File: config.mk
export PLATFORM = sky130hd
export DESIGN_NAME = gpw_capture_timer
export DESIGN_NICKNAME = d
export VERILOG_FILES = /design/src/rtl/gpw_pkg.sv /design/src/rtl/gpw_sync_edge.sv /design/src/rtl/gpw_prescaler.sv /design/src/rtl/gpw_count_core.sv /design/src/rtl/gpw_capture_timer.sv
export SDC_FILE = /design/constraint.sdc
export NUM_CORES = 1
export LEC_CHECK = 0
export BUFFER_PORTS_ARGS = -buffer_cell sky130_fd_sc_hd__buf_2
export CORE_MARGIN = 4
export CORE_UTILIZATION = 59
export CTS_BUF_LIST = sky130_fd_sc_hd__clkbuf_4 sky130_fd_sc_hd__clkbuf_8 sky130_fd_sc_hd__clkbuf_16
export DETAILED_ROUTE_END_ITERATION = 10
export HOLD_SLACK_MARGIN = 0.06
export PLACE_DENSITY = 0.9
export SETUP_SLACK_MARGIN = 0.2
export SYNTH_ARGS = -nofsm -noshare
export SYNTH_HDL_FRONTEND = slang
export SYNTH_HIERARCHICAL = 1
export SYNTH_SLANG_ARGS = --single-unit
File: constraint.sdc
create_clock -name clk -period 2.65 [get_ports clk]
set_input_delay 0.53 -clock clk [delete_from_list [all_inputs] [get_ports clk]]
set_output_delay 0.53 -clock clk [all_outputs]
set_load 0.005 [all_outputs]
File: src/rtl/gpw_pkg.sv
`timescale 1ns/1ps
package gpw_pkg;
   parameter int CODE_W  = 3;   // prescaler code width
   parameter int ADDR_W  = 3;
   parameter int CAP_BIT = 1;   // status bit of the capture flag
   parameter int OVF_BIT = 3;   // status bit of the wrap flag

   typedef enum logic [ADDR_W-1:0] {
      A_CTRL = 3'd0,
      A_STAT = 3'd1,
      A_CNT  = 3'd2,
      A_RLD  = 3'd3,
      A_CAP  = 3'd4
   } reg_addr_e;

   typedef struct packed {
      logic              irq_en;    // bit 9
      logic              run;       // bit 8
      logic              rld_cap;   // bit 7
      logic              gate_pol;  // bit 6
      logic              gate_en;   // bit 5
      logic [1:0]        edge_sel;  // bits 4:3
      logic [CODE_W-1:0] div_code;  // bits 2:0
   } ctrl_t;
endpackage

File: src/rtl/gpw_sync_edge.sv
`timescale 1ns/1ps
module gpw_sync_edge #(
   parameter int STAGES = 2
) (
   input  logic clk,
   input  logic rst_n,
   input  logic pin,
   output logic level,
   output logic rise,
   output logic fall
);
   // chain[STAGES-1] is the synchronized level, chain[STAGES] its previous value
   logic [STAGES:0] chain;

   always_ff @(posedge clk or negedge rst_n) begin
      if (!rst_n) chain <= '0;
      else        chain <= {chain[STAGES-1:0], pin};
   end

   assign level = chain[STAGES-1];
   assign rise  =  chain[STAGES-1] & ~chain[STAGES];
   assign fall  = ~chain[STAGES-1] &  chain[STAGES];
endmodule

File: src/rtl/gpw_prescaler.sv
`timescale 1ns/1ps
module gpw_prescaler #(
   parameter int CODE_W = 3
) (
   input  logic              clk,
   input  logic              rst_n,
   input  logic              run,
   input  logic [CODE_W-1:0] code,
   output logic              tick
);
   localparam int PS_W = (1 << CODE_W) - 1;

   generate
      if (PS_W == 1) begin : g_single
         logic phase;
         always_ff @(posedge clk or negedge rst_n) begin
            if (!rst_n)           phase <= 1'b0;
            else if (!run || tick) phase <= 1'b0;
            else                  phase <= 1'b1;
         end
         assign tick = run && (code == '0 || phase);
      end else begin : g_multi
         logic [PS_W-1:0] div_cnt;
         logic [PS_W-1:0] limit;
         assign limit = ~({PS_W{1'b1}} << code);
         always_ff @(posedge clk or negedge rst_n) begin
            if (!rst_n)            div_cnt <= '0;
            else if (!run || tick) div_cnt <= '0;
            else                   div_cnt <= div_cnt + 1'b1;
         end
         assign tick = run && (div_cnt == limit);
      end
   endgenerate
endmodule

File: src/rtl/gpw_count_core.sv
`timescale 1ns/1ps
module gpw_count_core #(
   parameter int CNT_W = 16
) (
   input  logic             clk,
   input  logic             rst_n,
   input  logic             run,
   input  logic             tick,
   input  logic             gate_ok,
   input  logic             edge_hit,
   input  logic             rld_cap,
   input  logic [CNT_W-1:0] reload,
   input  logic             sw_wr,
   input  logic [CNT_W-1:0] sw_val,
   output logic [CNT_W-1:0] count,
   output logic [CNT_W-1:0] capture,
   output logic             cap_evt,
   output logic             ovf_evt
);
   logic edge_pend;
   logic inc;

   assign cap_evt = tick && (edge_hit || edge_pend);
   assign inc     = tick && gate_ok;
   assign ovf_evt = inc && (count == {CNT_W{1'b1}});

   // an edge seen between ticks waits for the next tick
   always_ff @(posedge clk or negedge rst_n) begin
      if (!rst_n)              edge_pend <= 1'b0;
      else if (!run || tick)   edge_pend <= 1'b0;
      else if (edge_hit)       edge_pend <= 1'b1;
   end

   always_ff @(posedge clk or negedge rst_n) begin
      if (!rst_n)                  count <= '0;
      else if (sw_wr)              count <= sw_val;
      else if (cap_evt && rld_cap) count <= reload;
      else if (inc)                count <= count + 1'b1;
   end

   always_ff @(posedge clk or negedge rst_n) begin
      if (!rst_n)       capture <= '0;
      else if (cap_evt) capture <= count;
   end
endmodule

File: src/rtl/gpw_capture_timer.sv
`timescale 1ns/1ps
module gpw_capture_timer
   import gpw_pkg::*;
#(
   parameter int CNT_W       = 16,
   parameter int SYNC_STAGES = 2
) (
   input  logic              clk,
   input  logic              rst_n,
   input  logic [ADDR_W-1:0] reg_addr,
   input  logic              reg_wr,
   input  logic [CNT_W-1:0]  reg_wdata,
   output logic [CNT_W-1:0]  reg_rdata,
   input  logic              pin_in,
   output logic              irq
);
   localparam int CTRL_W = $bits(ctrl_t);

   generate
      if (CNT_W < CTRL_W) begin : g_bad_width
         $error("CNT_W must hold the control register");
      end
      if (SYNC_STAGES < 2) begin : g_bad_sync
         $error("SYNC_STAGES must be at least 2");
      end
   endgenerate

   ctrl_t            ctrl_q;
   logic [CNT_W-1:0] reload_q;
   logic [CNT_W-1:0] count_q;
   logic [CNT_W-1:0] capture_q;
   logic             cap_flag, ovf_flag;
   logic             run, rld_en, irq_en;
   logic             tick, cap_evt, ovf_evt;
   logic             pin_lvl, pin_rise, pin_fall;
   logic             gate_ok, edge_hit;
   logic             ctrl_wr, stat_wr, cnt_wr, rld_wr;

   assign ctrl_wr = reg_wr && (reg_addr == A_CTRL);
   assign stat_wr = reg_wr && (reg_addr == A_STAT);
   assign cnt_wr  = reg_wr && (reg_addr == A_CNT);
   assign rld_wr  = reg_wr && (reg_addr == A_RLD);

   assign run    = ctrl_q.run;
   assign rld_en = ctrl_q.rld_cap;
   assign irq_en = ctrl_q.irq_en;

   gpw_sync_edge #(.STAGES(SYNC_STAGES)) u_sync (
      .clk(clk), .rst_n(rst_n), .pin(pin_in),
      .level(pin_lvl), .rise(pin_rise), .fall(pin_fall)
   );

   gpw_prescaler #(.CODE_W(CODE_W)) u_presc (
      .clk(clk), .rst_n(rst_n), .run(run),
      .code(ctrl_q.div_code), .tick(tick)
   );

   assign gate_ok  = !ctrl_q.gate_en || (pin_lvl ^ ctrl_q.gate_pol);
   assign edge_hit = (ctrl_q.edge_sel[0] && pin_rise) ||
                     (ctrl_q.edge_sel[1] && pin_fall);

   gpw_count_core #(.CNT_W(CNT_W)) u_core (
      .clk(clk), .rst_n(rst_n), .run(run), .tick(tick),
      .gate_ok(gate_ok), .edge_hit(edge_hit), .rld_cap(rld_en),
      .reload(reload_q), .sw_wr(cnt_wr), .sw_val(reg_wdata),
      .count(count_q), .capture(capture_q),
      .cap_evt(cap_evt), .ovf_evt(ovf_evt)
   );

   always_ff @(posedge clk or negedge rst_n) begin
      if (!rst_n) begin
         ctrl_q   <= '0;
         reload_q <= '0;
      end else begin
         if (ctrl_wr) ctrl_q   <= ctrl_t'(reg_wdata[CTRL_W-1:0]);
         if (rld_wr)  reload_q <= reg_wdata;
      end
   end

   // hardware set wins over a software clear in the same cycle
   always_ff @(posedge clk or negedge rst_n) begin
      if (!rst_n) begin
         cap_flag <= 1'b0;
         ovf_flag <= 1'b0;
      end else begin
         cap_flag <= cap_evt || (cap_flag && !(stat_wr && !reg_wdata[CAP_BIT]));
         ovf_flag <= ovf_evt || (ovf_flag && !(stat_wr && !reg_wdata[OVF_BIT]));
      end
   end

   assign irq = irq_en && (cap_flag || ovf_flag);

   always_comb begin
      reg_rdata = '0;
      case (reg_addr)
         A_CTRL: reg_rdata = CNT_W'(ctrl_q);
         A_STAT: begin
            reg_rdata[CAP_BIT] = cap_flag;
            reg_rdata[OVF_BIT] = ovf_flag;
         end
         A_CNT:  reg_rdata = count_q;
         A_RLD:  reg_rdata = reload_q;
         A_CAP:  reg_rdata = capture_q;
         default: reg_rdata = '0;
      endcase
   end
endmodule

==> results.ini, run 1 <==
[route]
drt_iter0_markers = 322
antenna_left = 0
route.detailed.drc = 0
routed_wirelength_um = 10300
num_vias = 3324
drt_first_pass_iters = 6
via_per_inst = 6.80
wl_per_cell_um = 21.0

[cts]
clockBufferDepth = 2
cts_root_buf = clkbuf_8
cts_tree = built
h-tree-depth = 3
holdBufCountCts = 0
clk_pin_slew_ns = 0.07
worstSkewPairLatency_ns = 0.35
cts_num_sinks = 71
numCtsBuffers = 9
cts_resized = 4
post-cts-setup-buffer-count = 0

[timing]
clock_skew_ns = 0.0136
tightest_slew_ns = 0.730
clock.fmax_mhz = 427
post-route-min-period_ns = 2.34
finalSetupViolCount = 0
hold_viol = 0
relSlewSlack = 0.513
setup_tns_ns = 0
setup_slack_ns = 0.306
fin_crit_sh = 0.885
rsz0062_at_grt = false
slew_viol_final = 0

[worst_setup_path]
startpoint_type = register
critical_path_required_ns = 2.87
path_cells = a2111o_1 -> a31oi_4 -> and3_4 -> o211ai_2 -> buf_12 -> nor2_1 -> a21oi_1 -> a221o_1
crit_type = register to register
cp-end-kind = register
slowest_delay_ns = 0.50
crit_path_max_fanout = 32
cpMaxStageDelayCell = dfrtp_2
critPathArrivalTime_ns = 2.57

[yosys]
synth_xor_area_frac = 0.0280
yosys.area.top_type = dfrtp_1
ys_ff_latch = 71
synth_most_common_cell = dfrtp_1
synthMuxAreaShare = 0.173
synth.distinct_cells = 66
synth_fp_nets = 389
synth_top_family_by_area = compound AO/OA/AOI/OAI gates
synth_common_cells = dfrtp_1, mux2_2, nor2_1
synth_fa_ha_area_frac = 0.00616
syn_area_sq_um = 4060
synth.avg_cell_area_sq_um = 11.2
ys_seq_area_frac = 0.438
synth_compound_area_frac = 0.179
syn_inst = 364
yosys-top-cells-area = dfrtp_1, mux2_2, mux2i_1
synth_ff_type = dfrtp_1
synthSimpleGateAreaFrac = 0.134
synth_warnings = 6
synth_edf_count = 0
async_reset_ff_frac = 1.00
netlist.area_leader.share = 0.438

[place]
dp_hpwl_um = 6940
portBuffers = 39
dp_slack_ns = 0.0469
place_congestion = 0.847
placed_cell_area_sq_um = 4370

[power]
p_leak_nw = 2.07
ir_drop_mv = 0.588
p_per_area_nw_per_um2 = 784

[cells_and_area]
utilization = 0.703
nFillCells = 458
area_growth_pct = 13.1
design_area_sq_um = 4590
layout.nets = 433
drive_above_1_share = 0.347
diodes = 0

[grt]
grt_usage = 0.255
grt_pass1_wl_um = 16700
antenna_found_initial = 0
grt_start_max_net_pins = 41
overflow = 0
grt_pass1_vias = 3277

[die]
die_w_um = 91.0
die_h_um = 91.0
core_sq_um = 6530
std_cell_rows = 29
ioPinCount = 40
start_util = 0.622
design.die.area_sq_um = 8270

[status]
status = complete, no violations

[flow_run]
maxCapViolCount = 0

[min_path]
hold_class = input port to asynchronous set/reset pin

## area by class of cell
| class | instances | area, sq um | share of cell area |
|---|---|---|---|
| clock buffers | 15 | 188 | 0.0409 |
| repair buffers | 55 | 353 | 0.0768 |
| multi-input cells | 262 | 2140 | 0.466 |
| flip-flops and latches | 71 | 1780 | 0.388 |
| inverters | 9 | 33.8 | 0.00736 |
| well taps | 77 | 96.3 | 0.0210 |
## through the flow
| step | instances | hold slack [ns] | power [mW] |
|---|---|---|---|
| after floorplan | 364 | 0.234 | 2.40 |
| after global placement | 474 | 0.332 | 2.66 |
| after detailed placement | 474 | 0.344 | 2.74 |
| after CTS | 489 | 0.265 | 3.58 |
| after global routing | 489 | 0.289 | 3.81 |
| final | 489 | 0.249 | 3.60 |
## placed cells by master, fill, tap and decap left out, types with 3 or more instances in the layout
| cell | instances |
|---|---|
| a211oi_1 | 10 |
| a21oi_1 | 20 |
| mux2i_1 | 17 |
| inv_1 | 9 |
| clkbuf_8 | 12 |
| xor2_1 | 5 |
| nand2b_1 | 5 |
| a31oi_1 | 4 |
| dfrtp_1 | 68 |
| o22a_1 | 5 |
| o21ai_0 | 6 |
| a221o_1 | 12 |
| buf_2 | 39 |
| xnor2_1 | 8 |
| nand4_1 | 7 |
| a221oi_1 | 4 |
| nand2_1 | 17 |
| clkbuf_4 | 3 |
| o2bb2ai_1 | 6 |
| buf_4 | 13 |
| o221ai_1 | 3 |
| mux2_2 | 34 |
| nand3_1 | 8 |
| and3_1 | 3 |
| nor2_1 | 28 |
| buf_12 | 3 |
| dfrtp_2 | 3 |
| mux2_4 | 10 |
## layer usage
layer	global-route usage	up-vias	routed length, um
li1	-	1457	-
met1	0.345	1672	4300
met2	0.409	163	4960
met3	0.0512	32	808
met4	0.0917	0	214
met5	0	-	0
## registers in the layout (all words and copies together), names as in the netlist
signal / cells
run: 1
cap_flag: 1
irq_en: 1
reload_q: 16
u_sync/chain: 3
u_core/count: 16
u_core/edge_pend: 1
ovf_flag: 1
ctrl_q: 7
rld_en: 1
u_core/capture: 16
u_presc/g_multi.div_cnt: 7
## power breakdown
part           internal (mW)  switching [mW]  total [mW]
clock                  0.445           0.388       0.833
sequential              1.38           0.369        1.75
combinational          0.556           0.462        1.02
total                   2.38            1.22        3.60
## path summary, 6_finish.rpt
path / from / slack, ns / depth (start not counted) / endpoint
worst max-delay path: ctrl_q[1] / 0.31 / 8 / u_core/count[8]
worst min-delay path: rst_n / 0.25 / 1 / ctrl_q[6]
worst max register to register: ctrl_q[1] / 0.31 / 8 / u_core/count[8]
worst min register to register: u_sync/chain[0] / 0.35 / 0 / u_sync/chain[1]
max in group asynchronous: rst_n / 1.72 / 2 / ctrl_q[2]
min in group clk: pin_in / 0.30 / 1 / u_sync/chain[0]
## kinds of logic (layout without fill, tap and decap cells)
group,count (synthesis),in the layout
adder cells (fa/ha/maj),2,2
AND/OR/NAND/NOR,95,95
flip-flops,71,71
buffers and inverters,31,79
AO/OA/AOI/OAI,91,91
multiplexers,61,61
XOR/XNOR,13,13
## critical path, delay by kind of cell, from the launching register on
family | cells | cell delay, ns
flip-flops | 1 | 0.50
AO/OA/AOI/OAI | 5 | 1.18
AND/OR/NAND/NOR | 2 | 0.35
buffers and inverters | 1 | 0.19
Note: power is estimated with default switching activity, not from simulation.
==> run 2: changes to the inputs <==
Settings changed: CELL_PAD_IN_SITES_DETAIL_PLACEMENT set to 1, CELL_PAD_IN_SITES_GLOBAL_PLACEMENT set to 1, CORE_UTILIZATION 59 to 49, CTS_BUF_LIST sky130_fd_sc_hd__clkbuf_4 sky130_fd_sc_hd__clkbuf_8 sky130_fd_sc_hd__clkbuf_16 to sky130_fd_sc_hd__clkbuf_2, PLACE_DENSITY 0.9 to 0.92.
Clock period 2.65 ns to 2.6 ns, I/O delays scaled along.
==> run 2 against run 1 <==
  * Register-to-register slack lost 0.18 ns
  * Non-clock buffer count is 24 higher
  * Clock power down 11%
  * Sequential share of layout area is 1.6 points lower
  * Combinational power rose by 19%
  * Core utilization is 9.5 points lower
  * Flip-flop and latch count did not move
  * Clock skew rose by 0.037 ns
  * Largest cell class unchanged
==> results.ini, run 2 (synthesis results as in run 1) <==
[cts]
numCtsBuffers = 9
h-tree-depth = 3
clk_pin_slew_ns = 0.25
worstSkewPairLatency_ns = 0.55
cts_num_sinks = 71
cts_tree = built
cts_root_buf = clkbuf_2
clockBufferDepth = 2

[timing]
setup_tns_ns = 0
hold_viol = 0
rsz0062_at_grt = true
clock_skew_ns = 0.0502
finalSetupViolCount = 0
slew_viol_final = 0
post-route-min-period_ns = 2.47
tightest_slew_ns = 0.695
relSlewSlack = 0.537
setup_slack_ns = 0.127
clock.fmax_mhz = 404
fin_crit_sh = 0.951

[route]
dr_wl_met3_um = 1040
top_layer_used = met4
drt_iter0_markers = 229
wl_per_cell_um = 25.0
via_per_inst = 6.53
drt_first_pass_iters = 5
wl_met2_um = 6660
num_vias = 3522
wl_met1_um = 5430
routed_wirelength_um = 13500
antenna_left = 0
route.detailed.drc = 0

[worst_setup_path]
startpoint_type = register
cp-end-kind = register
critPathLaunch = ctrl_q[0]
path_cells = a2111o_1 -> a31oi_4 -> and3_4 -> o211ai_4 -> buf_8 -> a211oi_1 -> a21oi_1 -> o21ai_1
cpMaxStageDelayCell = dfrtp_2
regToRegSetupSlack_ns = 0.13
crit_path_max_fanout = 12
critPathArrivalTime_ns = 2.93
crit_type = register to register
critical_path_required_ns = 3.05
slowest_delay_ns = 0.55
r2r_cells = 8
timing.rr.end = u_core/count[0]
r2r_start = ctrl_q[0]
cp-endpoint = u_core/count[0]

[place]
portBuffers = 39
place_inst = 510
placed_cell_area_sq_um = 4450
dp_hpwl_um = 8740
place_congestion = 0.832
dp_slack_ns = 0.0250

[die]
core_sq_um = 7890
design.die.area_sq_um = 9810
die_w_um = 99.0
start_util = 0.515
die_h_um = 99.0
std_cell_rows = 32
ioPinCount = 40

[cells_and_area]
instances_no_fill = 539
diodes = 0
area_growth_pct = 18.1
reg_top3 = reload_q (16), u_core/capture (16), u_core/count (16)
design_area_sq_um = 4800
layout_commonest_cell = dfrtp_1
layout.nets = 457
nFillCells = 853
final_cell_mix = dfrtp_1, buf_2, buf_4, mux2_2, nor2_1
drive_above_1_share = 0.384

[grt]
overflow = 0
grt_usage = 0.261
antenna_found_initial = 0
grt_pass1_wl_um = 19800
grt_start_max_net_pins = 28
grt_pass1_vias = 3717

[status]
status = complete, no violations

[power]
p_leak_nw = 2.16
ir_drop_mv = 0.435
p_per_area_nw_per_um2 = 784

[min_path]
hold_class = input port to register

[flow_run]
maxCapViolCount = 0

==> run 2: cell count changes in the layout (fill, tap and decap cells not counted), sizes merged <==
cell / delta
clkinv: +3
clkbuf: -4
dlygate4sd3: +2
bufinv: +2
buf: +21
clkinvlp: +1
==> run 2: worst min path at each step <==
stage                     from               to  slack (ns)  depth (start not counted)
6_report         reg_wdata[11]     reload_q[11]        0.20                          2
3_5_place_dp   u_sync/chain[0]  u_sync/chain[1]        0.35                          0
3_3_place_gp   u_sync/chain[0]  u_sync/chain[1]        0.34                          0
5_1_grt          reg_wdata[11]     reload_q[11]        0.15                          2
2_1_floorplan            rst_n         cap_flag        0.22                          0
4_1_cts                 pin_in  u_sync/chain[0]        0.07                          1
==> run 2: metrics by stage <==
stage               power [mW]  hold slack (ns)   util
floorplan                 2.44            0.224      -
global placement          2.75            0.336  0.564
detailed placement        2.87            0.346  0.564
CTS                       3.66           0.0748  0.591
global route              3.94            0.154  0.608
finish                    3.76            0.199  0.608
==> run 2: area by class of cell <==
class | count | area (sq um) | area share
Clock buffer | 10 | 50.0 | 0.0104
Clock inverter | 6 | 85.1 | 0.0177
Inverter | 9 | 33.8 | 0.00704
Multi-Input combinational cell | 262 | 2180 | 0.456
Sequential cell | 71 | 1780 | 0.372
Tap cell | 102 | 128 | 0.0266
Timing Repair Buffer | 79 | 533 | 0.111
==> run 2: worst max-delay path, delay by kind of cell, from the launching register on <==
kind	cells	cell delay (ns)
simple gates	1	0.27
compound gates	6	1.38
buf+inv	1	0.18
flops	1	0.55
==> run 2: layer usage <==
layer / GRT usage / vias to the layer above
met2: 0.430 / 183
met1: 0.340 / 1797
met3: 0.0418 / 34
met5: 0 / -
li1: - / 1508
met4: 0.108 / 0
==> run 2: report_power, final <==
part	internal, mW	total, mW	switching (mW)
sequential	1.40	1.81	0.409
clock	0.319	0.741	0.422
combinational	0.627	1.21	0.583
==> run 2: timing repair <==
action / in CTS / in global routing
setup buffers: 5 / 5
pin swaps: 0 / 2
gates cloned: 0 / 1
endpoints found under the hold margin: 24 / 1
setup endpoints to repair: 20 / 15
hold buffers: 1 / 1
gates resized for setup: 9 / 12
